<file path="src/rtl/dma_out_pkg.sv">
package dma_out_pkg;

  localparam logic [12:0] OFF_CTX   = 13'h000;
  localparam logic [12:0] OFF_SDESC = 13'h004;
  localparam logic [12:0] OFF_SBUF  = 13'h008;
  localparam logic [12:0] OFF_CDESC = 13'h00C;
  localparam logic [12:0] OFF_CMD   = 13'h010;
  localparam logic [12:0] OFF_STAT  = 13'h014;
  localparam logic [12:0] OFF_DROP  = 13'h018;

  localparam int CMD_LOADD = 0;
  localparam int CMD_LOADC = 1;
  localparam int CMD_BURST = 2;
  localparam int CMD_CONT  = 3;
  localparam int CMD_SRC   = 9;

  localparam int FLG_EOL = 0;
  localparam int FLG_EOP = 1;
  localparam int CTX_DIS = 0;

  localparam logic [2:0] ST_IDLE = 3'd0;
  localparam logic [2:0] ST_RUN  = 3'd1;
  localparam logic [2:0] ST_MEM  = 3'd2;

  typedef enum logic [2:0] {
    S_IDLE, S_CTX_RD, S_DESC_RD, S_RUN, S_FILL, S_PUSH, S_CTX_WR, S_DESC_WR
  } state_e;

  typedef enum logic [2:0] {
    OP_LOADD, OP_CTX, OP_CONT, OP_RESTART, OP_CHAIN
  } op_e;

  typedef struct packed {
    logic [31:0] next;
    logic [31:0] start;
    logic [31:0] stop;
    logic [31:0] flags;
  } desc_t;

endpackage

</file>
<file path="src/rtl/dma_out_stage.sv">
module dma_out_stage #(
  parameter int DEPTH = 16,
  localparam int IW = $clog2(DEPTH),
  localparam int CW = $clog2(DEPTH + 1)
) (
  input  logic          clk_i,
  input  logic          rst_ni,
  input  logic          wr_en_i,
  input  logic [IW-1:0] wr_idx_i,
  input  logic [7:0]    wr_byte_i,
  input  logic          start_i,
  input  logic [CW-1:0] cnt_i,
  input  logic          last_i,
  output logic          done_o,
  output logic          st_valid_o,
  output logic [7:0]    st_data_o,
  output logic          st_last_o,
  input  logic          st_ready_i,
  input  logic          attached_i,
  output logic [31:0]   drop_cnt_o
);

  logic [7:0]    buf_q [DEPTH];
  logic          busy_q, last_q, done_q;
  logic [CW-1:0] rd_idx_q, cnt_q;
  logic [31:0]   drop_q;
  logic          fire, final_beat;

  always_ff @(posedge clk_i) begin
    if (wr_en_i) buf_q[wr_idx_i] <= wr_byte_i;
  end

  assign fire       = busy_q && (st_ready_i || !attached_i);
  assign final_beat = (rd_idx_q == cnt_q - CW'(1));

  always_ff @(posedge clk_i or negedge rst_ni) begin
    if (!rst_ni) begin
      busy_q   <= 1'b0;
      last_q   <= 1'b0;
      done_q   <= 1'b0;
      rd_idx_q <= '0;
      cnt_q    <= '0;
      drop_q   <= '0;
    end else begin
      done_q <= 1'b0;
      if (start_i) begin
        busy_q   <= 1'b1;
        cnt_q    <= cnt_i;
        last_q   <= last_i;
        rd_idx_q <= '0;
      end else if (fire) begin
        if (!attached_i) drop_q <= drop_q + 32'd1;
        if (final_beat) begin
          busy_q <= 1'b0;
          done_q <= 1'b1;
        end else begin
          rd_idx_q <= rd_idx_q + CW'(1);
        end
      end
    end
  end

  assign st_valid_o = busy_q && attached_i;
  assign st_data_o  = buf_q[rd_idx_q[IW-1:0]];
  assign st_last_o  = busy_q && last_q && final_beat;
  assign done_o     = done_q;
  assign drop_cnt_o = drop_q;

  p_pass_len_r1: assert property (@(posedge clk_i) disable iff (!rst_ni)
    start_i |-> (cnt_i != '0) && (cnt_i <= CW'(DEPTH)));
  p_start_idle_r1: assert property (@(posedge clk_i) disable iff (!rst_ni)
    start_i |-> !busy_q);
  p_valid_hold_r12: assert property (@(posedge clk_i) disable iff (!rst_ni)
    st_valid_o && !st_ready_i |=> st_valid_o && $stable(st_data_o) && $stable(st_last_o));

endmodule

</file>
<file path="src/rtl/dma_out_ctrl.sv">
module dma_out_ctrl
  import dma_out_pkg::*;
#(
  parameter int STAGE_BYTES = 16,
  localparam int IW = $clog2(STAGE_BYTES),
  localparam int CW = $clog2(STAGE_BYTES + 1)
) (
  input  logic          clk_i,
  input  logic          rst_ni,
  input  logic          reg_we_i,
  input  logic [15:0]   reg_addr_i,
  input  logic [31:0]   reg_wdata_i,
  output logic [31:0]   reg_rdata_o,
  output logic          mem_req_o,
  output logic          mem_we_o,
  output logic [31:0]   mem_addr_o,
  output logic [31:0]   mem_wdata_o,
  input  logic          mem_ack_i,
  input  logic [31:0]   mem_rdata_i,
  output logic          stg_wr_o,
  output logic [IW-1:0] stg_idx_o,
  output logic [7:0]    stg_byte_o,
  output logic          stg_start_o,
  output logic [CW-1:0] stg_cnt_o,
  output logic          stg_last_o,
  input  logic          stg_done_i,
  input  logic [31:0]   drop_cnt_i
);

  state_e        state_q;
  op_e           op_q;
  desc_t         desc_q;
  logic [1:0]    wcnt_q;
  logic [31:0]   base_q, ctx_ptr_q, saved_desc_q, saved_buf_q, cur_desc_q, ctx_flags_q;
  logic          eol_q, src_q, burst_q, pass_last_q;
  logic [CW-1:0] fill_idx_q, pass_len_q;

  logic [12:0]   off;
  logic [9:0]    cmd;
  logic [31:0]   rem, byte_addr;
  logic [CW-1:0] pass_len_n;
  logic          ack, fill_end;
  logic [2:0]    st_code;
  logic          unused_hi;

  assign off       = reg_addr_i[12:0];
  assign cmd       = reg_wdata_i[9:0];
  assign unused_hi = ^{reg_addr_i[15:13]};
  assign rem       = desc_q.stop - saved_buf_q;
  assign pass_len_n = (rem > 32'(STAGE_BYTES)) ? CW'(STAGE_BYTES) : rem[CW-1:0];
  assign byte_addr = saved_buf_q + 32'(fill_idx_q);
  assign ack       = mem_req_o && mem_ack_i;
  assign fill_end  = (fill_idx_q == pass_len_q - CW'(1));

  always_comb begin
    mem_req_o   = 1'b0;
    mem_we_o    = 1'b0;
    mem_addr_o  = base_q + {28'd0, wcnt_q, 2'b00};
    mem_wdata_o = '0;
    case (state_q)
      S_CTX_RD, S_DESC_RD: mem_req_o = 1'b1;
      S_FILL: begin
        mem_req_o  = 1'b1;
        mem_addr_o = {byte_addr[31:2], 2'b00};
      end
      S_CTX_WR: begin
        mem_req_o = 1'b1;
        mem_we_o  = 1'b1;
        case (wcnt_q)
          2'd0:    mem_wdata_o = saved_desc_q;
          2'd1:    mem_wdata_o = saved_buf_q;
          default: mem_wdata_o = ctx_flags_q;
        endcase
      end
      S_DESC_WR: begin
        mem_req_o = 1'b1;
        mem_we_o  = 1'b1;
        case (wcnt_q)
          2'd0:    mem_wdata_o = desc_q.next;
          2'd1:    mem_wdata_o = desc_q.start;
          2'd2:    mem_wdata_o = desc_q.stop;
          default: mem_wdata_o = desc_q.flags;
        endcase
      end
      default: ;
    endcase
  end

  assign stg_wr_o    = (state_q == S_FILL) && ack;
  assign stg_idx_o   = fill_idx_q[IW-1:0];
  assign stg_byte_o  = mem_rdata_i[8*byte_addr[1:0] +: 8];
  assign stg_start_o = stg_wr_o && fill_end;
  assign stg_cnt_o   = pass_len_q;
  assign stg_last_o  = pass_last_q;

  always_ff @(posedge clk_i or negedge rst_ni) begin
    if (!rst_ni) begin
      state_q      <= S_IDLE;
      op_q         <= OP_LOADD;
      desc_q       <= '0;
      wcnt_q       <= '0;
      base_q       <= '0;
      ctx_ptr_q    <= '0;
      saved_desc_q <= '0;
      saved_buf_q  <= '0;
      cur_desc_q   <= '0;
      ctx_flags_q  <= '0;
      eol_q        <= 1'b0;
      src_q        <= 1'b0;
      burst_q      <= 1'b0;
      pass_last_q  <= 1'b0;
      fill_idx_q   <= '0;
      pass_len_q   <= '0;
    end else begin
      case (state_q)
        S_IDLE: if (reg_we_i) begin
          case (off)
            OFF_CTX:   ctx_ptr_q    <= reg_wdata_i;
            OFF_SDESC: saved_desc_q <= reg_wdata_i;
            OFF_SBUF:  saved_buf_q  <= reg_wdata_i;
            OFF_CMD: begin
              src_q  <= cmd[CMD_SRC];
              wcnt_q <= '0;
              if (cmd[CMD_LOADC]) begin
                base_q  <= ctx_ptr_q;
                eol_q   <= 1'b0;
                state_q <= S_CTX_RD;
              end else if (cmd[CMD_LOADD]) begin
                base_q  <= saved_desc_q;
                op_q    <= OP_LOADD;
                burst_q <= cmd[CMD_BURST];
                if (cmd[CMD_BURST]) eol_q <= 1'b0;
                state_q <= S_DESC_RD;
              end else if (cmd[CMD_CONT]) begin
                base_q  <= cur_desc_q;
                op_q    <= OP_CONT;
                state_q <= S_DESC_RD;
              end
            end
            default: ;
          endcase
        end
        S_CTX_RD: if (ack) begin
          case (wcnt_q)
            2'd0: saved_desc_q <= mem_rdata_i;
            2'd1: saved_buf_q  <= mem_rdata_i;
            default: begin
              ctx_flags_q <= mem_rdata_i;
              base_q      <= saved_desc_q;
              op_q        <= OP_CTX;
            end
          endcase
          if (wcnt_q == 2'd2) begin
            wcnt_q  <= '0;
            state_q <= S_DESC_RD;
          end else begin
            wcnt_q <= wcnt_q + 2'd1;
          end
        end
        S_DESC_RD: if (ack) begin
          case (wcnt_q)
            2'd0:    desc_q.next  <= mem_rdata_i;
            2'd1:    desc_q.start <= mem_rdata_i;
            2'd2:    desc_q.stop  <= mem_rdata_i;
            default: desc_q.flags <= mem_rdata_i;
          endcase
          wcnt_q <= wcnt_q + 2'd1;
          if (wcnt_q == 2'd3) begin
            cur_desc_q <= base_q;
            case (op_q)
              OP_LOADD: state_q <= burst_q ? S_RUN : S_IDLE;
              OP_CTX:   state_q <= S_RUN;
              OP_CONT: begin
                if (!mem_rdata_i[FLG_EOL] && eol_q) begin
                  saved_desc_q <= desc_q.next;
                  base_q       <= desc_q.next;
                  op_q         <= OP_RESTART;
                end else begin
                  state_q <= S_IDLE;
                end
              end
              OP_RESTART: begin
                saved_buf_q <= desc_q.start;
                eol_q       <= 1'b0;
                state_q     <= S_RUN;
              end
              default: begin
                saved_buf_q <= desc_q.start;
                state_q     <= S_DESC_WR;
              end
            endcase
          end
        end
        S_RUN: begin
          wcnt_q <= '0;
          if (saved_buf_q == desc_q.stop) begin
            if (desc_q.flags[FLG_EOL]) begin
              eol_q                <= 1'b1;
              ctx_flags_q[CTX_DIS] <= 1'b1;
              base_q               <= ctx_ptr_q;
              state_q              <= S_CTX_WR;
            end else begin
              saved_desc_q <= desc_q.next;
              base_q       <= desc_q.next;
              op_q         <= OP_CHAIN;
              state_q      <= S_DESC_RD;
            end
          end else begin
            pass_len_q  <= pass_len_n;
            pass_last_q <= desc_q.flags[FLG_EOP] && (rem <= 32'(STAGE_BYTES));
            fill_idx_q  <= '0;
            state_q     <= S_FILL;
          end
        end
        S_FILL: if (ack) begin
          if (fill_end) state_q <= S_PUSH;
          else          fill_idx_q <= fill_idx_q + CW'(1);
        end
        S_PUSH: if (stg_done_i) begin
          saved_buf_q <= saved_buf_q + 32'(pass_len_q);
          state_q     <= S_RUN;
        end
        S_CTX_WR: if (ack) begin
          if (wcnt_q == 2'd2) begin
            wcnt_q  <= '0;
            base_q  <= saved_desc_q;
            state_q <= S_DESC_WR;
          end else begin
            wcnt_q <= wcnt_q + 2'd1;
          end
        end
        S_DESC_WR: if (ack) begin
          wcnt_q <= wcnt_q + 2'd1;
          if (wcnt_q == 2'd3) state_q <= eol_q ? S_IDLE : S_RUN;
        end
        default: state_q <= S_IDLE;
      endcase
    end
  end

  always_comb begin
    case (state_q)
      S_IDLE:                st_code = ST_IDLE;
      S_RUN, S_FILL, S_PUSH: st_code = ST_RUN;
      default:               st_code = ST_MEM;
    endcase
  end

  always_comb begin
    reg_rdata_o = '0;
    case (off)
      OFF_CTX:   reg_rdata_o = ctx_ptr_q;
      OFF_SDESC: reg_rdata_o = saved_desc_q;
      OFF_SBUF:  reg_rdata_o = saved_buf_q;
      OFF_CDESC: reg_rdata_o = cur_desc_q;
      OFF_DROP:  reg_rdata_o = drop_cnt_i;
      OFF_STAT: begin
        reg_rdata_o[2:0] = st_code;
        reg_rdata_o[5]   = eol_q;
        reg_rdata_o[8]   = src_q;
      end
      default: ;
    endcase
  end

  p_req_hold_r13: assert property (@(posedge clk_i) disable iff (!rst_ni)
    mem_req_o && !mem_ack_i |=> mem_req_o && $stable(mem_addr_o) && $stable(mem_we_o)
                                && $stable(mem_wdata_o));
  p_buf_bound_r2: assert property (@(posedge clk_i) disable iff (!rst_ni)
    (state_q == S_RUN) |-> (saved_buf_q <= desc_q.stop));
  p_eol_store_r4: assert property (@(posedge clk_i) disable iff (!rst_ni)
    $rose(eol_q) |-> (state_q == S_CTX_WR) && ctx_flags_q[CTX_DIS]);
  p_push_done_r2: assert property (@(posedge clk_i) disable iff (!rst_ni)
    stg_done_i |-> (state_q == S_PUSH));

endmodule

</file>
<file path="src/rtl/dma_out_chan.sv">
module dma_out_chan #(
  parameter int STAGE_BYTES = 16
) (
  input  logic        clk_i,
  input  logic        rst_ni,
  input  logic        reg_we_i,
  input  logic [15:0] reg_addr_i,
  input  logic [31:0] reg_wdata_i,
  output logic [31:0] reg_rdata_o,
  output logic        mem_req_o,
  output logic        mem_we_o,
  output logic [31:0] mem_addr_o,
  output logic [31:0] mem_wdata_o,
  input  logic        mem_ack_i,
  input  logic [31:0] mem_rdata_i,
  output logic        st_valid_o,
  output logic [7:0]  st_data_o,
  output logic        st_last_o,
  input  logic        st_ready_i,
  input  logic        st_attached_i
);

  localparam int IW = $clog2(STAGE_BYTES);
  localparam int CW = $clog2(STAGE_BYTES + 1);

  logic          stg_wr, stg_start, stg_last, stg_done;
  logic [IW-1:0] stg_idx;
  logic [7:0]    stg_byte;
  logic [CW-1:0] stg_cnt;
  logic [31:0]   drop_cnt;

  dma_out_ctrl #(.STAGE_BYTES(STAGE_BYTES)) u_ctrl (
    .clk_i       (clk_i),
    .rst_ni      (rst_ni),
    .reg_we_i    (reg_we_i),
    .reg_addr_i  (reg_addr_i),
    .reg_wdata_i (reg_wdata_i),
    .reg_rdata_o (reg_rdata_o),
    .mem_req_o   (mem_req_o),
    .mem_we_o    (mem_we_o),
    .mem_addr_o  (mem_addr_o),
    .mem_wdata_o (mem_wdata_o),
    .mem_ack_i   (mem_ack_i),
    .mem_rdata_i (mem_rdata_i),
    .stg_wr_o    (stg_wr),
    .stg_idx_o   (stg_idx),
    .stg_byte_o  (stg_byte),
    .stg_start_o (stg_start),
    .stg_cnt_o   (stg_cnt),
    .stg_last_o  (stg_last),
    .stg_done_i  (stg_done),
    .drop_cnt_i  (drop_cnt)
  );

  dma_out_stage #(.DEPTH(STAGE_BYTES)) u_stage (
    .clk_i      (clk_i),
    .rst_ni     (rst_ni),
    .wr_en_i    (stg_wr),
    .wr_idx_i   (stg_idx),
    .wr_byte_i  (stg_byte),
    .start_i    (stg_start),
    .cnt_i      (stg_cnt),
    .last_i     (stg_last),
    .done_o     (stg_done),
    .st_valid_o (st_valid_o),
    .st_data_o  (st_data_o),
    .st_last_o  (st_last_o),
    .st_ready_i (st_ready_i),
    .attached_i (st_attached_i),
    .drop_cnt_o (drop_cnt)
  );

endmodule

</file>
<file path="config.mk">
export PLATFORM = sky130hd
export DESIGN_NAME = dma_out_chan
export DESIGN_NICKNAME = d
export VERILOG_FILES = /design/src/rtl/dma_out_pkg.sv /design/src/rtl/dma_out_stage.sv /design/src/rtl/dma_out_ctrl.sv /design/src/rtl/dma_out_chan.sv
export SDC_FILE = /design/constraint.sdc
export NUM_CORES = 1
export LEC_CHECK = 0
export ABC_AREA = 1
export BUFFER_PORTS_ARGS = -buffer_cell sky130_fd_sc_hd__buf_2
export CORE_MARGIN = 4
export CORE_UTILIZATION = 25
export DETAILED_ROUTE_END_ITERATION = 6
export PLACE_DENSITY = 0.44
export SETUP_SLACK_MARGIN = 0.2
export SYNTH_ARGS = -nofsm -noshare
export SYNTH_HDL_FRONTEND = slang
export SYNTH_HIERARCHICAL = 1
export SYNTH_SLANG_ARGS = --single-unit
export TNS_END_PERCENT = 1
</file>
<file path="constraint.sdc">
create_clock -name clk_i -period 4.2 [get_ports clk_i]
set_clock_uncertainty 0.05 [all_clocks]
set_input_delay 0.84 -clock clk_i [delete_from_list [all_inputs] [get_ports clk_i]]
set_output_delay 0.84 -clock clk_i [all_outputs]
set_load 0.1 [all_outputs]
</file>
==> results of run 1 <==
-- registers in the layout, indices dropped and copies added, names as in the netlist, 2 cells and up --
| register | cells |
|---|---|
| u_ctrl/desc_q | 128 |
| u_stage/buf_q | 128 |
| u_ctrl/base_q | 32 |
| u_ctrl/ctx_flags_q | 32 |
| u_ctrl/ctx_ptr_q | 32 |
| u_ctrl/cur_desc_q | 32 |
| u_ctrl/saved_buf_q | 32 |
| u_ctrl/saved_desc_q | 32 |
| u_stage/drop_cnt_o | 32 |
| u_ctrl/fill_idx_q | 5 |
| u_ctrl/stg_cnt_o | 5 |
| u_stage/cnt_q | 5 |
| u_stage/rd_idx_q | 5 |
| u_ctrl/op_q | 3 |
| u_ctrl/state_q | 3 |
| u_ctrl/wcnt_q | 2 |
-- where the power goes --
part           switching, W  internal, W  leakage, nW
logic                0.0130      0.00518         10.1
clock network       0.00240      0.00314        0.989
registers           0.00155      0.00703         6.15
-- how the worst max path moves through the flow --
stage                          end  slack (ns)  cells after the start
CTS                 mem_addr_o[30]       -0.22                     15
global placement    mem_addr_o[28]        0.13                     12
finish              mem_addr_o[24]       -0.12                     15
global route        mem_addr_o[30]       -0.30                     15
detailed placement  mem_addr_o[28]        0.13                     12
floorplan           mem_addr_o[25]       -0.54                     13
-- per-layer routing --
metal / part of all wire / up-vias / track usage
met5: 0 / - / 0
met4: 0.044 / 0 / 0.0853
met3: 0.066 / 236 / 0.0311
met2: 0.46 / 1270 / 0.360
met1: 0.43 / 15522 / 0.302
li1: - / 14889 / -
-- synth_stat cells (all sizes together), types with 12 or more instances --
master	n
nand2	1183
inv	549
o21ai	500
dfrtp	387
nor2	375
nand3	206
a21oi	202
clkbuf	153
edfxtp	128
o22ai	91
nor3	58
o221ai	56
buf	54
ha	53
xor2	53
o211ai	47
nand4	43
o2111ai	25
a221oi	24
or2	22
a211oi	21
a311oi	18
a32oi	13
clkinv	12
xnor2	12
-- metrics by stage --
stage / area, sq um / worst slack [ns]
after global placement: 36700 / 0.131
after detailed placement: 36700 / 0.129
after global routing: 39200 / -0.297
final: 39200 / -0.123
after CTS: 39000 / -0.217
after floorplan: 31800 / -0.544
-- what timing repair did --
action                     CTS  global route
gates resized for setup     79            43
gates cloned                 0             0
setup endpoints to repair   57            38
pin swaps                    8             7
setup buffers                2             1
-- cell families after synthesis --
group	after synthesis	share of synthesized area
multiplexers	1	0.000354
AND/OR/NAND/NOR	1913	0.250
buffers and inverters	768	0.0943
adder cells (fa/ha/maj)	57	0.0234
flip-flops	515	0.425
XOR/XNOR	65	0.0179
AO/OA/AOI/OAI	1022	0.189
-- placed cells by master (no fill, tap or decap), drive strengths merged, types with 58 or more instances in the layout --
cell type and instances:
nor2 375, clkbuf 87, nand3 206, o21ai 500
nor3 58, edfxtp 128, inv 551, a21oi 202
o22ai 91, buf 352, dfrtp 387, nand2 1183
-- area by class of cell --
cell class | instances | share of cell area
flip-flops and latches | 515 | 0.345
multi-input cells | 3058 | 0.399
clock inverters | 28 | 0.00891
well taps | 1650 | 0.0527
clock buffers | 86 | 0.0434
inverters | 561 | 0.0539
repair buffers | 353 | 0.0965
diodes | 3 | 0.000192
-- worst reg2reg max path, cell delays in order, from the launching register on --
cell,delay [ns]
dfrtp_1,0.53
inv_1,0.14
ha_1,0.49
nand2_1,0.14
nor2_1,0.16
inv_1,0.12
nor3_1,0.47
and2_1,0.21
nand2_1,0.14
nand3_1,0.11
nand2_1,0.10
nor2_1,0.12
nand2_1,0.07
nor2_1,0.12
nand3_1,0.33
nand2_1,0.18
nand2_1,0.06
==> out/qor.yml, run 1 <==
setup.worst_path.start: "u_ctrl/base_q[2]"
maxSlewViolCount: 0
io-pin-count: 194
antenna_found_initial: 5
violations: "negative setup slack"
syn_area_sq_um: 31800
fill_cells: 13752
detail-route-antenna-nets: 0
hp-class: "in2async"
grt_max_degree: 129
first_iter_violations: 3495
cts_tree: "yes"
end_kind: "output port"
hold_buffers: 0
reg2reg_depth: 16
port_buffers: 190
grt_pass1_wl_mm: 217
ys_seq_area_frac: 0.425
postLayoutCoreUtil: 0.311
rsz0062_at_grt: "true"
path_cells: "ha_1 > inv_1 > fa_2 > inv_2 > nand4_1 > nor2_2 > nand2_2 > nor3_4 > nand4_1 > nor2_2 > buf_4 > nand2_1 > a21oi_2 > a31oi_4 > buf_12"
insertion_delay_ns: 0.69
tightest_slew_ns: 1.20
drv_cap: 0
avgSynthCellArea_sq_um: 7.33
core_region_area_sq_um: 126000
synth-seq-cells: 515
first_pass_iters: 6
yosys.cell_types.count: 59
die_x_microns: 365
required_ns: 3.31
fmaxAchievable_mhz: 231
r2r_end: "u_ctrl/stg_cnt_o[4]"
area.sequential_sq_um: 13500
postRouteWirelength_mm: 152
finalNetCount: 4693
h-tree-depth: 2
relSlewSlack: 0.201
grt_remaining_overflow: 0
vias: 31917
cts_made_buffers: 61
wl_per_cell_microns: 24.2
grt_pass1_vias: 30242
syn2layout_area_growth_pct: 23.2
path_class: "reg2out"
totalNegativeSetupSlack_ns: -0.399
min_period_ns: 4.32
syn-instance-count: 4341
status: "complete, but fails checks"
rrSetupSlack_ns: 0.56
ys_top_cells_by_area: "dfrtp_1 30%, nand2_1 14%, edfxtp_1 12%, o21ai_0 7.3%, inv_1 6.4%"
ir_worst_vdd_v: 0.000575
die_area_sq_um: 133000
start_kind: "flip-flop"
drc_errors: 0
arrival_ns: 3.43
dp_cells: 6134
die_h_microns: 365
crit_path_max_incr_delay_ns: 0.36
synth_warnings: 6
place_hpwl_mm: 115
cts.sinks: 515
num_rows: 130
synth_ff_type: "dfrtp_1"
multi_input_area_sq_um: 15600
cts-root-buf: "clkbuf_16"
vias_per_cell: 5.10
clockBufferDepth: 3
path_clk_slew_ns: 0.06
finalHoldViolations: 0
power_w: 0.0323
crit_fanout: 3
synthesis.nets: 4484
slowest_stage: "dfrtp_1"
synth_top_cell_by_area: "dfrtp_1"
setup_viol: 4
pwr_density_cell_nw_per_um2: 825
whs_ns: 0.135
fin_crit_sh: 1.03
rr_startpoint: "u_ctrl/saved_buf_q[24]"
async_flop_share: 0.751
cp_top_family: "simple AND/OR/NAND/NOR gates"
power.leakage_nw: 17.2
synth-edff-count: 128
instances_no_fill: 6254
critPathBufInv: 4
gp_congestion: 0.974
fin_ws_ns: -0.123
initial_utilization: 0.252
yosys.area.top_type_share: 0.305
layout-drive-gt1-share: 0.127
grt.total_usage: 0.223
No activity file was read; power rests on OpenSTA's default activity.
==> run 2: changes to the inputs <==
SETUP_SLACK_MARGIN = 0.4   (was 0.2)
==> out/qor.yml, run 2 (same netlist as run 1, synthesis figures left out) <==
path_clk_slew_ns: 0.06  # about the same
fmaxAchievable_mhz: 231  # about the same
first_pass_iters: 7  # was 6
ir_worst_vdd_v: 0.000822  # was 0.000575 V
antenna_found_initial: 5  # unchanged
cts_tree: "yes"  # unchanged
start_kind: "flip-flop"  # unchanged
reg_top3: "u_ctrl/desc_q x128, u_stage/buf_q x128"  # unchanged
power_w: 0.0324  # was 0.0323 W
num_rows: 130  # unchanged
path_class: "reg2out"  # unchanged
grt_pass1_wl_mm: 215  # was 217 mm
drc_errors: 2  # was 0
grt_max_degree: 92  # was 129
whs_ns: 0.144  # was 0.135 ns
finalNetCount: 4709  # was 4693
power.leakage_nw: 17.3  # was 17.2 nW
instances_no_fill: 6262  # was 6254
relSlewSlack: 0.280  # was 0.201
die_h_microns: 365  # unchanged
required_ns: 3.31  # about the same
min_period_ns: 4.33  # was 4.32 ns
maxSlewViolCount: 0  # unchanged
die_area_sq_um: 133000  # unchanged
setup_viol: 5  # was 4
place_hpwl_mm: 117  # was 115 mm
vias_per_cell: 5.08  # was 5.10
die_x_microns: 365  # unchanged
core_region_area_sq_um: 126000  # unchanged
first_iter_violations: 3282  # was 3495
grt_pass1_vias: 30324  # was 30242
fin_crit_sh: 1.03  # about the same
io-pin-count: 194  # unchanged
insertion_delay_ns: 0.69  # about the same
status: "complete, but fails checks"  # unchanged
syn2layout_area_growth_pct: 23.6  # was 23.2%
grt_remaining_overflow: 0  # unchanged
cts_made_buffers: 61  # unchanged
tightest_slew_ns: 1.08  # was 1.20 ns
hp-class: "in2async"  # unchanged
rsz0062_at_grt: "true"  # unchanged
dp_cells: 6146  # was 6134
h-tree-depth: 2  # unchanged
wl_per_cell_microns: 24.0  # was 24.2 microns
end_kind: "output port"  # unchanged
initial_utilization: 0.252  # unchanged
violations: "design-rule violations, negative setup slack"  # was negative setup slack
drv_cap: 0  # unchanged
layout_commonest_cell: "nand2_1"  # unchanged
totalNegativeSetupSlack_ns: -0.469  # was -0.399 ns
postLayoutCoreUtil: 0.312  # was 0.311
port_buffers: 190  # unchanged
detail-route-antenna-nets: 0  # unchanged
postRouteWirelength_mm: 151  # was 152 mm
final_cell_mix: "1161 x nand2_1, 533 x inv_1, 417 x o21ai_0"  # was 1164 x nand2_1, 537 x inv_1, 423 x o21ai_0
gp_congestion: 0.966  # was 0.974
fin_ws_ns: -0.125  # was -0.123 ns
layout-drive-gt1-share: 0.135  # was 0.127
vias: 31816  # was 31917
cts.sinks: 515  # unchanged
arrival_ns: 3.44  # was 3.43 ns
cts-root-buf: "clkbuf_16"  # unchanged
clockBufferDepth: 3  # unchanged
finalHoldViolations: 0  # unchanged
crit_fanout: 3  # unchanged
pwr_density_cell_nw_per_um2: 823  # was 825 nW/um^2
grt.total_usage: 0.220  # was 0.223
run 2: power by group:
part	switching (W)	leakage, nW	internal [W]
logic	0.0131	10.1	0.00529
clock network	0.00236	0.981	0.00305
registers	0.00149	6.15	0.00703
run 2: layout make-up:
type | count | area (sq um)
Tap cell | 1650 | 2060
Inverter | 561 | 2150
Fill cell | 13787 | 86800
Clock inverter | 16 | 188
Antenna cell | 2 | 5.00
Clock buffer | 91 | 1820
Sequential cell | 515 | 13500
Multi-Input combinational cell | 3058 | 15600
Timing Repair Buffer | 369 | 3910
run 2: metrics by stage:
step                      setup WS (ns)  instance area [sq um]
after floorplan                  -0.347                  31800
after global placement            0.170                  36700
after detailed placement          0.168                  36700
after CTS                        -0.199                  39100
after global routing             -0.270                  39300
final                            -0.125                  39300
run 2: final timing paths:
| kind | from | to | slack [ns] | cells past startpoint |
|---|---|---|---|---|
| setup / recovery | u_ctrl/base_q[2] | mem_addr_o[26] | -0.13 | 15 |
| setup reg to reg | u_ctrl/saved_buf_q[19] | u_ctrl/stg_last_o | 0.52 | 16 |
| hold / removal | rst_ni | u_ctrl/src_q | 0.14 | 1 |
| min in group clk_i | reg_wdata_i[22] | u_ctrl/saved_buf_q[22] | 0.42 | 3 |
| hold reg to reg | u_stage/drop_cnt_o[31] | u_stage/drop_cnt_o[31] | 0.42 | 1 |
| max in group asynchronous | rst_ni | u_ctrl/desc_q[56] | 2.96 | 2 |
run 2: repair_timing:
action                     4_1_cts  5_1_grt
pin swaps                       12       16
resized for setup              114       48
setup endpoints to repair       70       60
hold buffers                     0        0
setup buffers                    4        3
run 2: routing by layer:
metal,track usage,up-vias,part of all wire
met5,0,-,0
met4,0.0854,0,0.044
met3,0.0285,258,0.056
met2,0.360,1107,0.46
li1,-,14930,-
met1,0.297,15521,0.44
run 2: worst max-delay path: stages (launching register included):
cell     delay (ns)
dfrtp_1        0.37
ha_1           0.16
inv_1          0.06
fa_2           0.37
inv_2          0.06
nand4_1        0.14
nor2_2         0.17
nand2_2        0.10
nor3_4         0.19
nand4_1        0.17
nor2_2         0.21
nand3_2        0.14
xor2_1         0.16
nand2_1        0.11
o21ai_4        0.12
buf_12         0.21
